[src/rtl/pf_pkg.sv]
package pf_pkg;
    typedef enum logic [2:0] {
        ST_IDLE,
        ST_PULSE,
        ST_ERASE,
        ST_PROG,
        ST_CLEAR,
        ST_XFER
    } pf_state_e;
endpackage

[src/rtl/pf_sync.sv]
module pf_sync #(
    parameter int W = 2
) (
    input  logic         clk,
    input  logic         rst_n,
    input  logic [W-1:0] d_i,
    output logic [W-1:0] q_o
);
    for (genvar i = 0; i < W; i++) begin : g_bit
        logic s1, s2;
        always_ff @(posedge clk or negedge rst_n) begin
            if (!rst_n) begin
                s1 <= 1'b0;
                s2 <= 1'b0;
            end else begin
                s1 <= d_i[i];
                s2 <= s1;
            end
        end
        assign q_o[i] = s2;
    end
endmodule

[src/rtl/pf_ctrl.sv]
module pf_ctrl
    import pf_pkg::*;
#(
    parameter int PULSE_CYC  = 200,
    parameter int SETTLE_CYC = 4,
    parameter int STORE_MAX  = 2000000,
    parameter int RECALL_MAX = 110000
) (
    input  logic clk,
    input  logic rst_n,
    input  logic sw_fall,
    input  logic recall_go,
    input  logic dirty,
    input  logic busy_line,
    input  logic erase_done,
    input  logic prog_done,
    input  logic clear_done,
    input  logic xfer_done,
    output logic busy_pd,
    output logic nv_busy,
    output logic erase,
    output logic prog,
    output logic clear,
    output logic xfer,
    output logic recall_start,
    output logic op_done
);
    localparam int OP_MAX = (STORE_MAX > RECALL_MAX) ? STORE_MAX : RECALL_MAX;
    localparam int TW = $clog2(PULSE_CYC + 1);
    localparam int OW = $clog2(OP_MAX + 1);
    localparam logic [TW-1:0] PULSE_LAST  = TW'(PULSE_CYC - 1);
    localparam logic [TW-1:0] SETTLE_LAST = TW'(SETTLE_CYC - 1);
    localparam logic [OW-1:0] STORE_LAST  = OW'(STORE_MAX - 1);
    localparam logic [OW-1:0] RECALL_LAST = OW'(RECALL_MAX - 1);

    pf_state_e     state, state_nx;
    logic [TW-1:0] pulse_t;
    logic [OW-1:0] op_t;

    always_ff @(posedge clk or negedge rst_n) begin
        if (!rst_n) begin
            state   <= ST_IDLE;
            pulse_t <= '0;
            op_t    <= '0;
        end else begin
            state   <= state_nx;
            pulse_t <= (state_nx != state) ? '0 : pulse_t + 1'b1;
            op_t    <= (state == ST_IDLE || state == ST_PULSE) ? '0 : op_t + 1'b1;
        end
    end

    always_comb begin
        state_nx = state;
        unique case (state)
            ST_IDLE: begin
                if (sw_fall)        state_nx = ST_PULSE;
                else if (recall_go) state_nx = ST_CLEAR;
            end
            ST_PULSE: begin
                if (pulse_t == SETTLE_LAST && busy_line) state_nx = ST_IDLE;
                else if (pulse_t == PULSE_LAST)          state_nx = dirty ? ST_ERASE : ST_IDLE;
            end
            ST_ERASE: begin
                if (erase_done)              state_nx = ST_PROG;
                else if (op_t == STORE_LAST) state_nx = ST_IDLE;
            end
            ST_PROG: begin
                if (prog_done || op_t == STORE_LAST) state_nx = ST_IDLE;
            end
            ST_CLEAR: begin
                if (clear_done)               state_nx = ST_XFER;
                else if (op_t == RECALL_LAST) state_nx = ST_IDLE;
            end
            ST_XFER: begin
                if (xfer_done || op_t == RECALL_LAST) state_nx = ST_IDLE;
            end
            default: state_nx = ST_IDLE;
        endcase
    end

    always_comb begin
        busy_pd      = 1'b0;
        nv_busy      = 1'b0;
        erase        = 1'b0;
        prog         = 1'b0;
        clear        = 1'b0;
        xfer         = 1'b0;
        recall_start = 1'b0;
        op_done      = 1'b0;
        unique case (state)
            ST_IDLE:  recall_start = !sw_fall && recall_go;
            ST_PULSE: busy_pd = 1'b1;
            ST_ERASE: begin
                busy_pd = 1'b1;
                nv_busy = 1'b1;
                erase   = 1'b1;
            end
            ST_PROG: begin
                busy_pd = 1'b1;
                nv_busy = 1'b1;
                prog    = 1'b1;
                op_done = prog_done;
            end
            ST_CLEAR: begin
                nv_busy = 1'b1;
                clear   = 1'b1;
            end
            ST_XFER: begin
                nv_busy = 1'b1;
                xfer    = 1'b1;
                op_done = xfer_done;
            end
            default: ;
        endcase
    end
endmodule

[src/rtl/pf_seq.sv]
module pf_seq #(
    parameter int PULSE_CYC  = 200,
    parameter int SETTLE_CYC = 4,
    parameter int STORE_MAX  = 2000000,
    parameter int RECALL_MAX = 110000
) (
    input  logic clk,
    input  logic rst_n,
    input  logic sup_ok_i,
    input  logic sup_lost_i,
    input  logic mem_wr_req_i,
    input  logic busy_line_i,
    output logic busy_pd_o,
    output logic wr_inhibit_o,
    output logic chip_dis_o,
    output logic dirty_o,
    output logic nv_erase_o,
    input  logic nv_erase_done_i,
    output logic nv_prog_o,
    input  logic nv_prog_done_i,
    output logic mem_clear_o,
    input  logic mem_clear_done_i,
    output logic nv_xfer_o,
    input  logic nv_xfer_done_i
);
    logic [1:0] flags_s;
    logic       ok_s, lost_s, ok_prev, lost_prev;
    logic       sw_fall, lost_rise;
    logic       dirty_q, recall_pend;
    logic       nv_busy, recall_start, op_done;

    pf_sync #(.W(2)) u_sync (
        .clk   (clk),
        .rst_n (rst_n),
        .d_i   ({sup_lost_i, sup_ok_i}),
        .q_o   (flags_s)
    );

    assign ok_s   = flags_s[0];
    assign lost_s = flags_s[1];

    always_ff @(posedge clk or negedge rst_n) begin
        if (!rst_n) begin
            ok_prev   <= 1'b0;
            lost_prev <= 1'b0;
        end else begin
            ok_prev   <= ok_s;
            lost_prev <= lost_s;
        end
    end

    assign sw_fall   = ok_prev & ~ok_s;
    assign lost_rise = ~lost_prev & lost_s;

    pf_ctrl #(
        .PULSE_CYC  (PULSE_CYC),
        .SETTLE_CYC (SETTLE_CYC),
        .STORE_MAX  (STORE_MAX),
        .RECALL_MAX (RECALL_MAX)
    ) u_ctrl (
        .clk          (clk),
        .rst_n        (rst_n),
        .sw_fall      (sw_fall),
        .recall_go    (recall_pend & ok_s),
        .dirty        (dirty_q),
        .busy_line    (busy_line_i),
        .erase_done   (nv_erase_done_i),
        .prog_done    (nv_prog_done_i),
        .clear_done   (mem_clear_done_i),
        .xfer_done    (nv_xfer_done_i),
        .busy_pd      (busy_pd_o),
        .nv_busy      (nv_busy),
        .erase        (nv_erase_o),
        .prog         (nv_prog_o),
        .clear        (mem_clear_o),
        .xfer         (nv_xfer_o),
        .recall_start (recall_start),
        .op_done      (op_done)
    );

    assign chip_dis_o   = nv_busy;
    assign wr_inhibit_o = ~ok_s | nv_busy;

    always_ff @(posedge clk or negedge rst_n) begin
        if (!rst_n) begin
            dirty_q     <= 1'b0;
            recall_pend <= 1'b0;
        end else begin
            if (op_done)                            dirty_q <= 1'b0;
            else if (mem_wr_req_i && !wr_inhibit_o) dirty_q <= 1'b1;
            if (lost_rise)         recall_pend <= 1'b1;
            else if (recall_start) recall_pend <= 1'b0;
        end
    end

    assign dirty_o = dirty_q;
endmodule

[config.mk]
export PLATFORM = sky130hd
export DESIGN_NAME = pf_seq
export DESIGN_NICKNAME = d
export VERILOG_FILES = /design/src/rtl/pf_pkg.sv /design/src/rtl/pf_sync.sv /design/src/rtl/pf_ctrl.sv /design/src/rtl/pf_seq.sv
export SDC_FILE = /design/constraint.sdc
export NUM_CORES = 1
export LEC_CHECK = 0
export BUFFER_PORTS_ARGS = -buffer_cell sky130_fd_sc_hd__buf_2
export CAP_MARGIN = 20
export CORE_UTILIZATION = 55
export CTS_CLUSTER_SIZE = 8
export DETAILED_ROUTE_END_ITERATION = 7
export PLACE_DENSITY = 0.73
export SYNTH_ARGS = -nofsm -noshare
export SYNTH_HDL_FRONTEND = slang
export SYNTH_HIERARCHICAL = 1
export SYNTH_SLANG_ARGS = --single-unit
[constraint.sdc]
create_clock -name clk -period 2.5 [get_ports clk]
set_input_delay 0.25 -clock clk [delete_from_list [all_inputs] [get_ports clk]]
set_output_delay 0.25 -clock clk [all_outputs]
set_load 0.02 [all_outputs]
# [Yosys cells after proc, flatten, opt, wreduce, memory -nomap -nowiden]
# Cells that the tools add are included.
[totals] regBits=40 inputBits=10 output_inout_bits=8
[op_classes] n_addsub=2 eq_ne=10 mux=26 n_bitwise=6 reduce_logical=13
[op_table] op="two-way mux 3 bit" count=10
[op_table] op="adder 21 x 1 -> 21 bit (second input constant)" count=1
[op_table] op="equality test 21 x 17 -> 1 bit (second input constant)" count=1
[op_table] op="equality test 21 bit (second input constant)" count=1
[op_table] op="two-way mux 21 bit" count=1
[op_table] op="one-hot mux 3 bit (6 select lines)" count=1
[op_table] op="two-way mux 1 bit" count=11
[op_table] op="adder 8 x 1 -> 8 bit (second input constant)" count=1
[op_table] op="equality test 8 x 2 -> 1 bit (second input constant)" count=1
[op_table] op="equality test 8 bit (second input constant)" count=1
[op_table] op="two-way mux 8 bit" count=1
[op_table] op="equality test 3 x 2 -> 1 bit (second input constant)" count=2
[op_table] op="equality test 3 bit (second input constant)" count=2
[op_table] op="nonzero test 2 bit" count=2
[op_table] op="OR reduction 4 bit" count=1
[op_table] op="bitwise AND 1 bit" count=3
[op_table] op="equality test 3 x 1 -> 1 bit (second input constant)" count=1
[op_table] op="logical AND 1 bit" count=3
[op_table] op="logical NOT 3 bit" count=1
[op_table] op="logical OR 1 bit" count=3
[op_table] op="!= test 3 bit" count=1
[op_table] op="OR reduction 3 bit" count=1
[op_table] op="logical NOT 1 bit" count=2
[op_table] op="two-way mux 2 bit" count=1
[op_table] op="other kinds (3)" count=4

# [Logic depth before layout (Yosys ltp)]
# Gate-level depths: netlist (run 1).
[depth] word_depth=8 depth_mapped=8 depth_no_buf=7

# [By module]
# The synthesis (run 1) kept the hierarchy.
[by_module_without_submodules] module="pf_ctrl" instances=1 cells_each=192 area_each_um2=1836.8 seq_area_each_um2=800.8
[by_module_without_submodules] module="pf_seq" instances=1 cells_each=13 area_each_um2=150.1 seq_area_each_um2=100.1
[by_module_without_submodules] module="pf_sync" instances=1 cells_each=6 area_each_um2=115.1 seq_area_each_um2=100.1

# [Worst setup path after synthesis (run 1)]
# Ideal clock, no wire load.
[synth_timing] kind="register to register" start="reg u_ctrl.op_t[6]" end="reg u_ctrl.pulse_t[1]" arrival_time_ps=2181 required_ps=2411 slack_ps=230 stages_incl_launch_ff=7 n_path_buf=0 period_less_slack_ps=2270 path_cell_list="dfrtp_1 > or4_1 > or4_4 > o31ai_4 > a41oi_2 > a2bb2oi_2 > nor3b_1"
[synth_via] elab_chain_len=6
[synth_rtl] item="from (decl)" line="pf_ctrl.sv:38" text="logic [OW-1:0] op_t;"
[synth_rtl] item="from (signal assigned)" line="pf_ctrl.sv:48" text="op_t <= (state == ST_IDLE || state == ST_PULSE) ? '0 : op_t + 1'b1;"
[synth_rtl] item="equality test 21 x 17 -> 1 bit / equality test 21 bit (equally long branches)"
[synth_rtl] item="two-way mux 3 bit, or another cell as far along" line="pf_ctrl.sv:72" text="else if (op_t == RECALL_LAST) state_nx = ST_IDLE;"
[synth_rtl] item="two-way mux 3 bit (on tied branches)"
[synth_rtl] item="one-hot mux 3 bit (6 select lines) *" line="pf_ctrl.sv:54" text="unique case (state)"
[synth_rtl] item="via u_ctrl.state_nx[0]" line="pf_ctrl.sv:36" text="pf_state_e state, state_nx;"
[synth_rtl] item="!= test 3 bit *" line="pf_ctrl.sv:47" text="pulse_t <= (state_nx != state) ? '0 : pulse_t + 1'b1;"
[synth_rtl] item="two-way mux 8 bit *" line="pf_ctrl.sv:47"
[synth_rtl] item="to (signal assigned)" line="pf_ctrl.sv:47"
[synth_rtl] item="to (decl)" line="pf_ctrl.sv:37" text="logic [TW-1:0] pulse_t;"
# Mark *: on every way through the listed nets, which the timed path passes. The rest lies on a longest branch.
# A chain may end at the register's enable or synchronous reset.

# [Worst setup path after layout (run 1)]
# Same ends and word-level chain as after synthesis.

==> impl_metrics.env, run 1 <==
export IMPL_totalWireLength_um=3860
export IMPL_antenna_found_initial=0
export IMPL_synth_edf_count=0
export IMPL_grt_pass1_wl_um=6880
export IMPL_netlist_area_um2=2100
export IMPL_postLayoutCellArea_um2=2370
export IMPL_core_area_um2=3660
export IMPL_routabilityCongestion=0.856
export IMPL_period_needed_ps=2420
export IMPL_reg2reg_to="u_ctrl/pulse_t[1]$_DFF_PN0_"
export IMPL_cts_hold_buf=0
export IMPL_synth_cells=211
export IMPL_drive_gt1_share_pct=15.6
export IMPL_synthToLayoutAreaGrowth_pct=12.9
export IMPL_stdcell_count=279
export IMPL_r2r_slack_ps=80
export IMPL_power_density_nw_per_um2=803
export IMPL_first_pass_iters=4
export IMPL_nets=244
export IMPL_outcome="finished, final reports clean"
export IMPL_whs_endpoint="u_sync/g_bit[0].s1$_DFF_PN0_"
export IMPL_peakVddDrop_mv=0.497
export IMPL_grt_util_all_layers_pct=22.0
export IMPL_synth_most_common_cell="dfrtp_1"
export IMPL_ff2ff_path_depth=6
export IMPL_synthesis_nets=225
export IMPL_final_period_utilization_pct=96.8
export IMPL_io_pins=18
export IMPL_finalClockSkew_ps=6.89
export IMPL_holdPathStages=1
export IMPL_cts_root_buffer="clkbuf_8"
export IMPL_grt_max_degree=41
export IMPL_r2r_start="u_ctrl/op_t[6]$_DFF_PN0_"
export IMPL_final_max_slew_violation_count=0
export IMPL_hold_class="primary input to flip-flop"
export IMPL_synth_seq_cells=40
export IMPL_cts_tree="done"
export IMPL_ctsLongestPathBuffers=2
export IMPL_slew_headroom_pct=40.7
export IMPL_die_area_um2=4070
export IMPL_hold_violations=0
export IMPL_dr_total_vias=1540
export IMPL_grt_overflow_total=0
export IMPL_p_leak_nw=1.04
export IMPL_synth_top_area_share_pct=47.6
export IMPL_post_route_drc_count=0
export IMPL_place_area_um2=2220
export IMPL_cts_made_buffers=5
export IMPL_portBuffers=17
export IMPL_fp_dieH_um=63.8
export IMPL_start_util_pct=57.4
export IMPL_yosysWarnings=6
export IMPL_post_drt_wl_per_cell_um=13.8
export IMPL_vias_per_cell=5.52
export IMPL_syn_avg_cell_area_um2=9.96
export IMPL_antenna_left=0
export IMPL_synthTopCellsByArea="dfrtp_1 (48%), xor2_1 (5.4%), nand3_1 (5.0%)"
export IMPL_fin_util_pct=64.8
export IMPL_max_freq_mhz=413
export IMPL_clk_latency_ps=280
export IMPL_ys_seq_area_share_pct=47.6
export IMPL_cts_setup_buffers=0
export IMPL_rsz0062_at_grt="false"
export IMPL_synth_cell_types=42
export IMPL_max_slew_worst_pin_slew_ps=890
export IMPL_tns_ps=0
export IMPL_crit_type="flip-flop to flip-flop"
export IMPL_cts_sink_count=40
export IMPL_grt_pass1_vias=1517
export IMPL_start_kind="flip-flop"
export IMPL_clk_pin_slew_ps=80
export IMPL_post_dp_hpwl_um=2770
export IMPL_hp_start="sup_ok_i"
export IMPL_power_w=0.00190
export IMPL_die_x_um=63.8
export IMPL_drv_cap=0
export IMPL_path_max_fanout=8
export IMPL_drtIter0Drc=102
export IMPL_yosys_top_cells_count="dfrtp_1 (40), nor2_1 (25), nand3_1 (21), xor2_1 (13)"
export IMPL_rows=22
export IMPL_setup_viol=0
export IMPL_arrival_ps=2620
export IMPL_dp_cells=271
export IMPL_required_ps=2700
export IMPL_antennaDiodeCount=0
export IMPL_yosys_area_top_type="dfrtp_1"
export IMPL_ys_async_sr_fraction_pct=100
export IMPL_cts_htree_levels=2
export IMPL_synth_ff_type="dfrtp_1"
export IMPL_endpoint_kind="flip-flop"
==> cells by family after synthesis <==
group / count (synthesis) / synth area share [%]
AO/OA/AOI/OAI: 16 / 7.26
XOR/XNOR: 24 / 10.0
adder cells (fa/ha/maj): 4 / 2.38
buffers and inverters: 18 / 3.99
flip-flops: 40 / 47.6
multiplexers: 1 / 0.476
AND/OR/NAND/NOR: 108 / 28.3
==> worst max-delay path, stage by stage, from the launching register on <==
cell       delay [ps]
dfrtp_1           420
or4_1             520
or4_4             510
o31ai_4           280
a41oi_2           190
a2bb2oi_4         220
nor3b_1           190
==> per-layer routing <==
layer | vias up | GRT usage (%) | routed length (µm)
li1 | 767 | - | -
met1 | 746 | 30.9 | 1900
met2 | 25 | 33.5 | 1810
met3 | 2 | 4.29 | 119
met4 | 0 | 8.52 | 35
met5 | - | 0 | 0
==> state kept, by name, indices dropped and copies added (netlist names) <==
| register | count |
|---|---|
| u_sync/g_bit.s1 | 2 |
| recall_pend | 1 |
| u_sync/g_bit.s2 | 2 |
| u_ctrl/state | 3 |
| u_ctrl/pulse_t | 8 |
| dirty_o | 1 |
| lost_prev | 1 |
| ok_prev | 1 |
| u_ctrl/op_t | 21 |
==> worst max path at each step <==
stage | to | cells after the start | slack (ps) | from
6_report | u_ctrl/pulse_t[1]$_DFF_PN0_ | 6 | 80 | u_ctrl/op_t[6]$_DFF_PN0_
5_1_grt | u_ctrl/pulse_t[7]$_DFF_PN0_ | 6 | 5 | u_ctrl/op_t[6]$_DFF_PN0_
4_1_cts | u_ctrl/pulse_t[3]$_DFF_PN0_ | 6 | 80 | u_ctrl/op_t[6]$_DFF_PN0_
3_5_place_dp | u_ctrl/pulse_t[3]$_DFF_PN0_ | 6 | 90 | u_ctrl/op_t[6]$_DFF_PN0_
3_3_place_gp | u_ctrl/pulse_t[3]$_DFF_PN0_ | 6 | 130 | u_ctrl/op_t[6]$_DFF_PN0_
2_1_floorplan | u_ctrl/pulse_t[1]$_DFF_PN0_ | 6 | 230 | u_ctrl/op_t[6]$_DFF_PN0_
==> area by class of cell <==
type	instances	area, µm²
Fill cell	324	1290
Multi-Input combinational cell	153	1040
Sequential cell	40	1000
Timing Repair Buffer	19	100
Clock buffer	7	96.3
Tap cell	48	60.1
Inverter	11	41.3
Clock inverter	1	30.0
==> power breakdown <==
part	switching (W)	internal (W)
Combinational	0.000329	0.000221
Sequential	0.0000810	0.000712
Clock	0.000210	0.000352
Total	0.000620	0.00128
==> per-stage QoR <==
stage | setup WS, ps | hold slack [ps]
after floorplan | 230 | -45.6
after global placement | 130 | 332
after detailed placement | 90.6 | 342
after CTS | 82.8 | 56.0
after global routing | 4.56 | 55.7
final | 80.0 | 66.1
==> cells in the final DEF (no fill, tap or decap), types with 5 or more instances in the layout <==
| cell type | instances |
|---|---|
| and3_1 | 8 |
| dfrtp_1 | 40 |
| xnor2_1 | 11 |
| nor2_1 | 25 |
| nor2b_1 | 5 |
| nor3_1 | 9 |
| xor2_1 | 13 |
| buf_2 | 17 |
| clkbuf_8 | 7 |
| inv_1 | 11 |
| nand2b_1 | 5 |
| nand3_1 | 20 |
| nand2_1 | 7 |
==> timing repair <==
action,CTS,global route
endpoints found under the setup margin,0,7
hold endpoints to repair,0,0
gates resized for setup,0,4
(Power assumes the default switching activity.)
==> inputs of run 2 (changes only) <==
--- a/config.mk
+++ b/config.mk
@@ -7,6 +7,7 @@
 export LEC_CHECK = 0
 export BUFFER_PORTS_ARGS = -buffer_cell sky130_fd_sc_hd__buf_2
 export CAP_MARGIN = 20
+export CORE_ASPECT_RATIO = 0.75
 export CORE_UTILIZATION = 55
 export CTS_CLUSTER_SIZE = 8
 export DETAILED_ROUTE_END_ITERATION = 7
==> impl_metrics.env, run 2 (synthesis gave the netlist of run 1 again) <==
export IMPL_post_drt_wl_per_cell_um=15.1
export IMPL_tns_ps=0
export IMPL_first_pass_iters=4
export IMPL_rsz0062_at_grt="false"
export IMPL_cts_htree_levels=2
export IMPL_grt_util_all_layers_pct=24.1
export IMPL_layout_common_cells="dfrtp_1 (40), nor2_1 (25), nand3_1 (19)"
export IMPL_slew_headroom_pct=43.0
export IMPL_swShare_pct=35.4
export IMPL_antenna_left=0
export IMPL_endpoint_kind="flip-flop"
export IMPL_p_comb_share_pct=31.1
export IMPL_fp_dieH_um=55.5
export IMPL_hold_class="primary input to asynchronous set/reset pin"
export IMPL_cts_tree="done"
export IMPL_start_util_pct=57.4
export IMPL_cts_root_buffer="clkbuf_8"
export IMPL_clk_pin_slew_ps=80
export IMPL_required_ps=2710
export IMPL_arrival_ps=2640
export IMPL_final_max_slew_violation_count=0
export IMPL_p_sw_w=0.000679
export IMPL_path_max_fanout=8
export IMPL_rows=19
export IMPL_die_area_um2=4080
export IMPL_internal_power_w=0.00124
export IMPL_drive_gt1_share_pct=18.1
export IMPL_dr_total_vias=1561
export IMPL_cts_made_buffers=5
export IMPL_synthToLayoutAreaGrowth_pct=14.0
export IMPL_layout_commonest_cell="dfrtp_1"
export IMPL_io_pins=18
export IMPL_peakVddDrop_mv=0.489
export IMPL_ctsLongestPathBuffers=2
export IMPL_grt_pass1_vias=1458
export IMPL_portBuffers=17
export IMPL_drtIter0Drc=215
export IMPL_cts_sink_count=40
export IMPL_final_period_utilization_pct=97.3
export IMPL_clk_latency_ps=290
export IMPL_max_freq_mhz=411
export IMPL_max_slew_worst_pin_slew_ps=854
export IMPL_die_x_um=73.4
export IMPL_hold_violations=0
export IMPL_top_regs="u_ctrl/op_t: 21 flops, u_ctrl/pulse_t: 8 flops, u_ctrl/state: 3 flops"
export IMPL_nets=245
export IMPL_post_dp_hpwl_um=2970
export IMPL_grt_max_degree=41
export IMPL_core_area_um2=3660
export IMPL_finalClockSkew_ps=3.38
export IMPL_seqPwrFrac_pct=41.5
export IMPL_cts_setup_buffers=0
export IMPL_fin_hold_ws_ps=55.8
export IMPL_antenna_found_initial=0
export IMPL_grt_pass1_wl_um=7210
export IMPL_antennaDiodeCount=0
export IMPL_crit_type="flip-flop to flip-flop"
export IMPL_start_kind="flip-flop"
export IMPL_setup_viol=0
export IMPL_totalWireLength_um=4290
export IMPL_period_needed_ps=2430
export IMPL_vias_per_cell=5.50
export IMPL_p_leak_nw=1.05
export IMPL_outcome="finished, final reports clean"
export IMPL_clkPwrFrac_pct=27.4
export IMPL_fillers=307
export IMPL_largest_reg_flops=21
export IMPL_drv_cap=0
export IMPL_power_density_nw_per_um2=799
export IMPL_post_route_drc_count=0
export IMPL_routabilityCongestion=0.834
export IMPL_largest_register="u_ctrl/op_t"
export IMPL_grt_overflow_total=0
==> run 2: through the flow <==
stage	area (µm²)	worst slack, ps	util (%)	cells	total power [W]
4_1_cts	2360	1.38	64.5	284	0.00190
3_3_place_gp	2230	99.3	61.0	276	0.00131
5_1_grt	2400	0.740	65.4	284	0.00203
3_5_place_dp	2230	27.9	61.0	276	0.00132
2_1_floorplan	2100	230	-	211	0.00118
6_report	2400	67.0	65.4	284	0.00192
==> run 2: final cells by class <==
cell class | instances | area [µm²] | share of cell area (%)
Sequential cell | 40 | 1000 | 41.8
Tap cell | 52 | 65.1 | 2.72
Clock buffer | 5 | 68.8 | 2.87
Clock inverter | 3 | 42.5 | 1.78
Timing Repair Buffer | 20 | 108 | 4.49
Multi-Input combinational cell | 153 | 1070 | 44.6
Inverter | 11 | 41.3 | 1.72
==> run 2: timing repair <==
item                       4_1_cts  5_1_grt
pin swaps                        0        4
hold buffers                     0        0
gates resized for setup          2        7
setup endpoints to repair        8        8
==> run 2: power groups by stage <==
stage	Clock, W	Combinational (W)	Sequential (W)
2_1_floorplan	0	0.000414	0.000771
3_3_place_gp	0	0.000505	0.000800
3_5_place_dp	0	0.000516	0.000803
4_1_cts	0.000542	0.000566	0.000792
5_1_grt	0.000573	0.000645	0.000809
6_report	0.000525	0.000595	0.000795
==> run 2: worst paths after layout <==
path | from | to | slack, ps | cells after the start
worst max-delay path | u_ctrl/op_t[6]$_DFF_PN0_ | u_ctrl/pulse_t[4]$_DFF_PN0_ | 70 | 6
worst min-delay path | rst_n | u_ctrl/op_t[0]$_DFF_PN0_ | 60 | 1
worst max register to register | u_ctrl/op_t[6]$_DFF_PN0_ | u_ctrl/pulse_t[4]$_DFF_PN0_ | 70 | 6
worst min register to register | u_sync/g_bit[0].s1$_DFF_PN0_ | u_sync/g_bit[0].s2$_DFF_PN0_ | 350 | 0
max in group asynchronous | rst_n | u_ctrl/pulse_t[1]$_DFF_PN0_ | 1910 | 1
min in group clk | sup_lost_i | u_sync/g_bit[1].s1$_DFF_PN0_ | 60 | 1
==> run 2: worst max-delay path: stages, from the launching register on <==
cell and delay [ps]:
dfrtp_1 410, or4_1 520, or4_4 530, o31ai_4 240
a41oi_2 190, a2bb2oi_4 230, nor3_2 220
==> run 2: metal layers <==
metal  routed length, µm  up-vias  global-route usage, %  share of wire (%)
met3                 181        4                   6.57                4.2
met4                  36        0                   8.24               0.84
li1                    -      776                      -                  -
met5                   0        -                      0                  0
met2                1830       40                   31.7                 43
met1                2250      741                   38.0                 52
==> inputs of run 3 (changes only) <==
--- a/config.mk
+++ b/config.mk
@@ -5,7 +5,7 @@
 export SDC_FILE = /design/constraint.sdc
 export NUM_CORES = 1
 export LEC_CHECK = 0
-export BUFFER_PORTS_ARGS = -buffer_cell sky130_fd_sc_hd__buf_2
+export BUFFER_PORTS_ARGS = -buffer_cell sky130_fd_sc_hd__buf_4
 export CAP_MARGIN = 20
 export CORE_ASPECT_RATIO = 0.75
 export CORE_UTILIZATION = 55
==> impl_metrics.env, run 3 (synthesis gave the netlist of run 1 again) <==
export IMPL_outcome="finished, final reports clean"
export IMPL_die_area_um2=4080
export IMPL_stdcell_count=284
export IMPL_grt_util_all_layers_pct=22.0
export IMPL_rsz0062_at_grt="true"
export IMPL_fin_ws_ps=51.3
export IMPL_wl_met1_um=2000
export IMPL_clk_latency_ps=280
export IMPL_cts_htree_levels=2
export IMPL_setup_viol=0
export IMPL_dp_cells=274
export IMPL_pre_cts_slack_ps=18.5
export IMPL_post_route_drc_count=0
export IMPL_cts_sink_count=40
export IMPL_max_freq_mhz=408
export IMPL_fp_dieH_um=55.5
export IMPL_totalWireLength_um=4080
export IMPL_largest_reg_flops=21
export IMPL_arrival_ps=2640
export IMPL_finalClockSkew_ps=3.44
export IMPL_start_util_pct=57.4
export IMPL_die_x_um=73.4
export IMPL_hold_violations=0
export IMPL_required_ps=2700
export IMPL_place_area_um2=2260
export IMPL_layout_common_cells="dfrtp_1 (40), nor2_1 (25), nand3_1 (20)"
export IMPL_antenna_found_initial=0
export IMPL_period_needed_ps=2450
export IMPL_io_pins=18
export IMPL_postLayoutCellArea_um2=2420
export IMPL_cts_root_buffer="clkbuf_8"
export IMPL_core_area_um2=3660
export IMPL_post_dp_hpwl_um=2960
export IMPL_rows=19
export IMPL_path_max_fanout=8
export IMPL_power_w=0.00194
export IMPL_hold_class="primary input to flip-flop"
export IMPL_drive_gt1_share_pct=15.1
export IMPL_antennaDiodeCount=0
export IMPL_final_period_utilization_pct=97.9
export IMPL_grt_overflow_total=0
export IMPL_routabilityCongestion=0.901
export IMPL_drtIter0Drc=171
export IMPL_drv_cap=0
export IMPL_post_drt_wl_per_cell_um=14.4
export IMPL_antenna_left=0
export IMPL_portBuffers=17
export IMPL_vias_per_cell=5.61
export IMPL_cts_tree="done"
export IMPL_fillers=311
export IMPL_crit_type="flip-flop to flip-flop"
export IMPL_synthToLayoutAreaGrowth_pct=15.1
export IMPL_grt_pass1_wl_um=6800
export IMPL_p_comb_share_pct=30.5
export IMPL_cts_made_buffers=5
export IMPL_route_met2_wl_um=1800
export IMPL_final_max_slew_violation_count=0
export IMPL_clkPwrFrac_pct=28.2
export IMPL_power_density_nw_per_um2=801
export IMPL_p_sw_w=0.000646
export IMPL_wl_met3_um=234
export IMPL_dr_total_vias=1592
export IMPL_ctsLongestPathBuffers=2
export IMPL_largest_register="u_ctrl/op_t"
export IMPL_first_pass_iters=4
export IMPL_swShare_pct=33.4
export IMPL_endpoint_kind="flip-flop"
export IMPL_layout_commonest_cell="dfrtp_1"
export IMPL_peakVddDrop_mv=0.550
export IMPL_highest_layer="met4"
export IMPL_grt_pass1_vias=1494
export IMPL_nets=245
export IMPL_top_regs="u_ctrl/op_t: 21 flops, u_ctrl/pulse_t: 8 flops, u_ctrl/state: 3 flops"
export IMPL_grt_max_degree=41
export IMPL_internal_power_w=0.00129
export IMPL_seqPwrFrac_pct=41.3
export IMPL_fin_hold_ws_ps=64.7
export IMPL_p_leak_nw=1.05
export IMPL_slew_headroom_pct=51.5
export IMPL_max_slew_worst_pin_slew_ps=728
export IMPL_clk_pin_slew_ps=80
export IMPL_start_kind="flip-flop"
[run 3: cell count changes in the layout (fill, tap and decap cells not counted), sizes merged]
cell	previous run	this run
clkbuf	5	6
dlygate4sd3	0	1
buf	20	19
clkinvlp	1	0
[run 3: power by group through the flow]
| stage | combinational [W] | clock [W] | sequential (W) |
|---|---|---|---|
| 2_1_floorplan | 0.000414 | 0 | 0.000771 |
| 3_3_place_gp | 0.000511 | 0 | 0.000801 |
| 3_5_place_dp | 0.000523 | 0 | 0.000808 |
| 4_1_cts | 0.000526 | 0.000557 | 0.000794 |
| 5_1_grt | 0.000646 | 0.000594 | 0.000810 |
| 6_report | 0.000591 | 0.000546 | 0.000800 |
[run 3: final cells by class]
class                           count  area [µm²]  share of cell area [%]
Tap cell                           52        65.1                    2.69
Multi-Input combinational cell    153        1040                    42.9
Clock inverter                      2        38.8                    1.60
Clock buffer                        6        82.6                    3.41
Timing Repair Buffer               20         153                    6.31
Inverter                           11        41.3                    1.71
Sequential cell                    40        1000                    41.4
[run 3: worst paths after layout]
kind                                              start                      endpoint  slack (ps)  cells after the start
min in group asynchronous                         rst_n      u_ctrl/op_t[0]$_DFF_PN0_         470                      2
max                            u_ctrl/op_t[6]$_DFF_PN0_   u_ctrl/pulse_t[3]$_DFF_PN0_          50                      6
min                                            sup_ok_i  u_sync/g_bit[0].s1$_DFF_PN0_          60                      1
min reg2reg                u_sync/g_bit[1].s1$_DFF_PN0_  u_sync/g_bit[1].s2$_DFF_PN0_         350                      0
max reg2reg                    u_ctrl/op_t[6]$_DFF_PN0_   u_ctrl/pulse_t[3]$_DFF_PN0_          50                      6
max in group asynchronous                         rst_n     u_ctrl/op_t[10]$_DFF_PN0_        1690                      2
[run 3: worst max-delay path, stage by stage (launching register included)]
cell	delay, ps
dfrtp_1	410
or4_1	530
or4_4	520
o31ai_4	280
a41oi_2	180
a2bb2oi_4	220
nor3_1	210
[run 3: timing repair]
action / in CTS / in global routing
setup endpoints to repair: 0 / 8
resized for setup: 0 / 3
endpoints found under the hold margin: 40 / 0
hold buffers: 1 / 0
setup buffers: 0 / 1
[run 3: layer usage]
layer	vias up	global-route usage (%)
met5	-	0
met4	0	6.04
met3	9	5.47
met2	52	31.6
met1	755	33.3
li1	776	-
[run 3: through the flow]
step,utilization [%],setup TNS [ps]
6_report,66.1,0
5_1_grt,66.1,-210
4_1_cts,65.3,0
3_5_place_dp,61.7,0
3_3_place_gp,61.7,0
2_1_floorplan,-,0
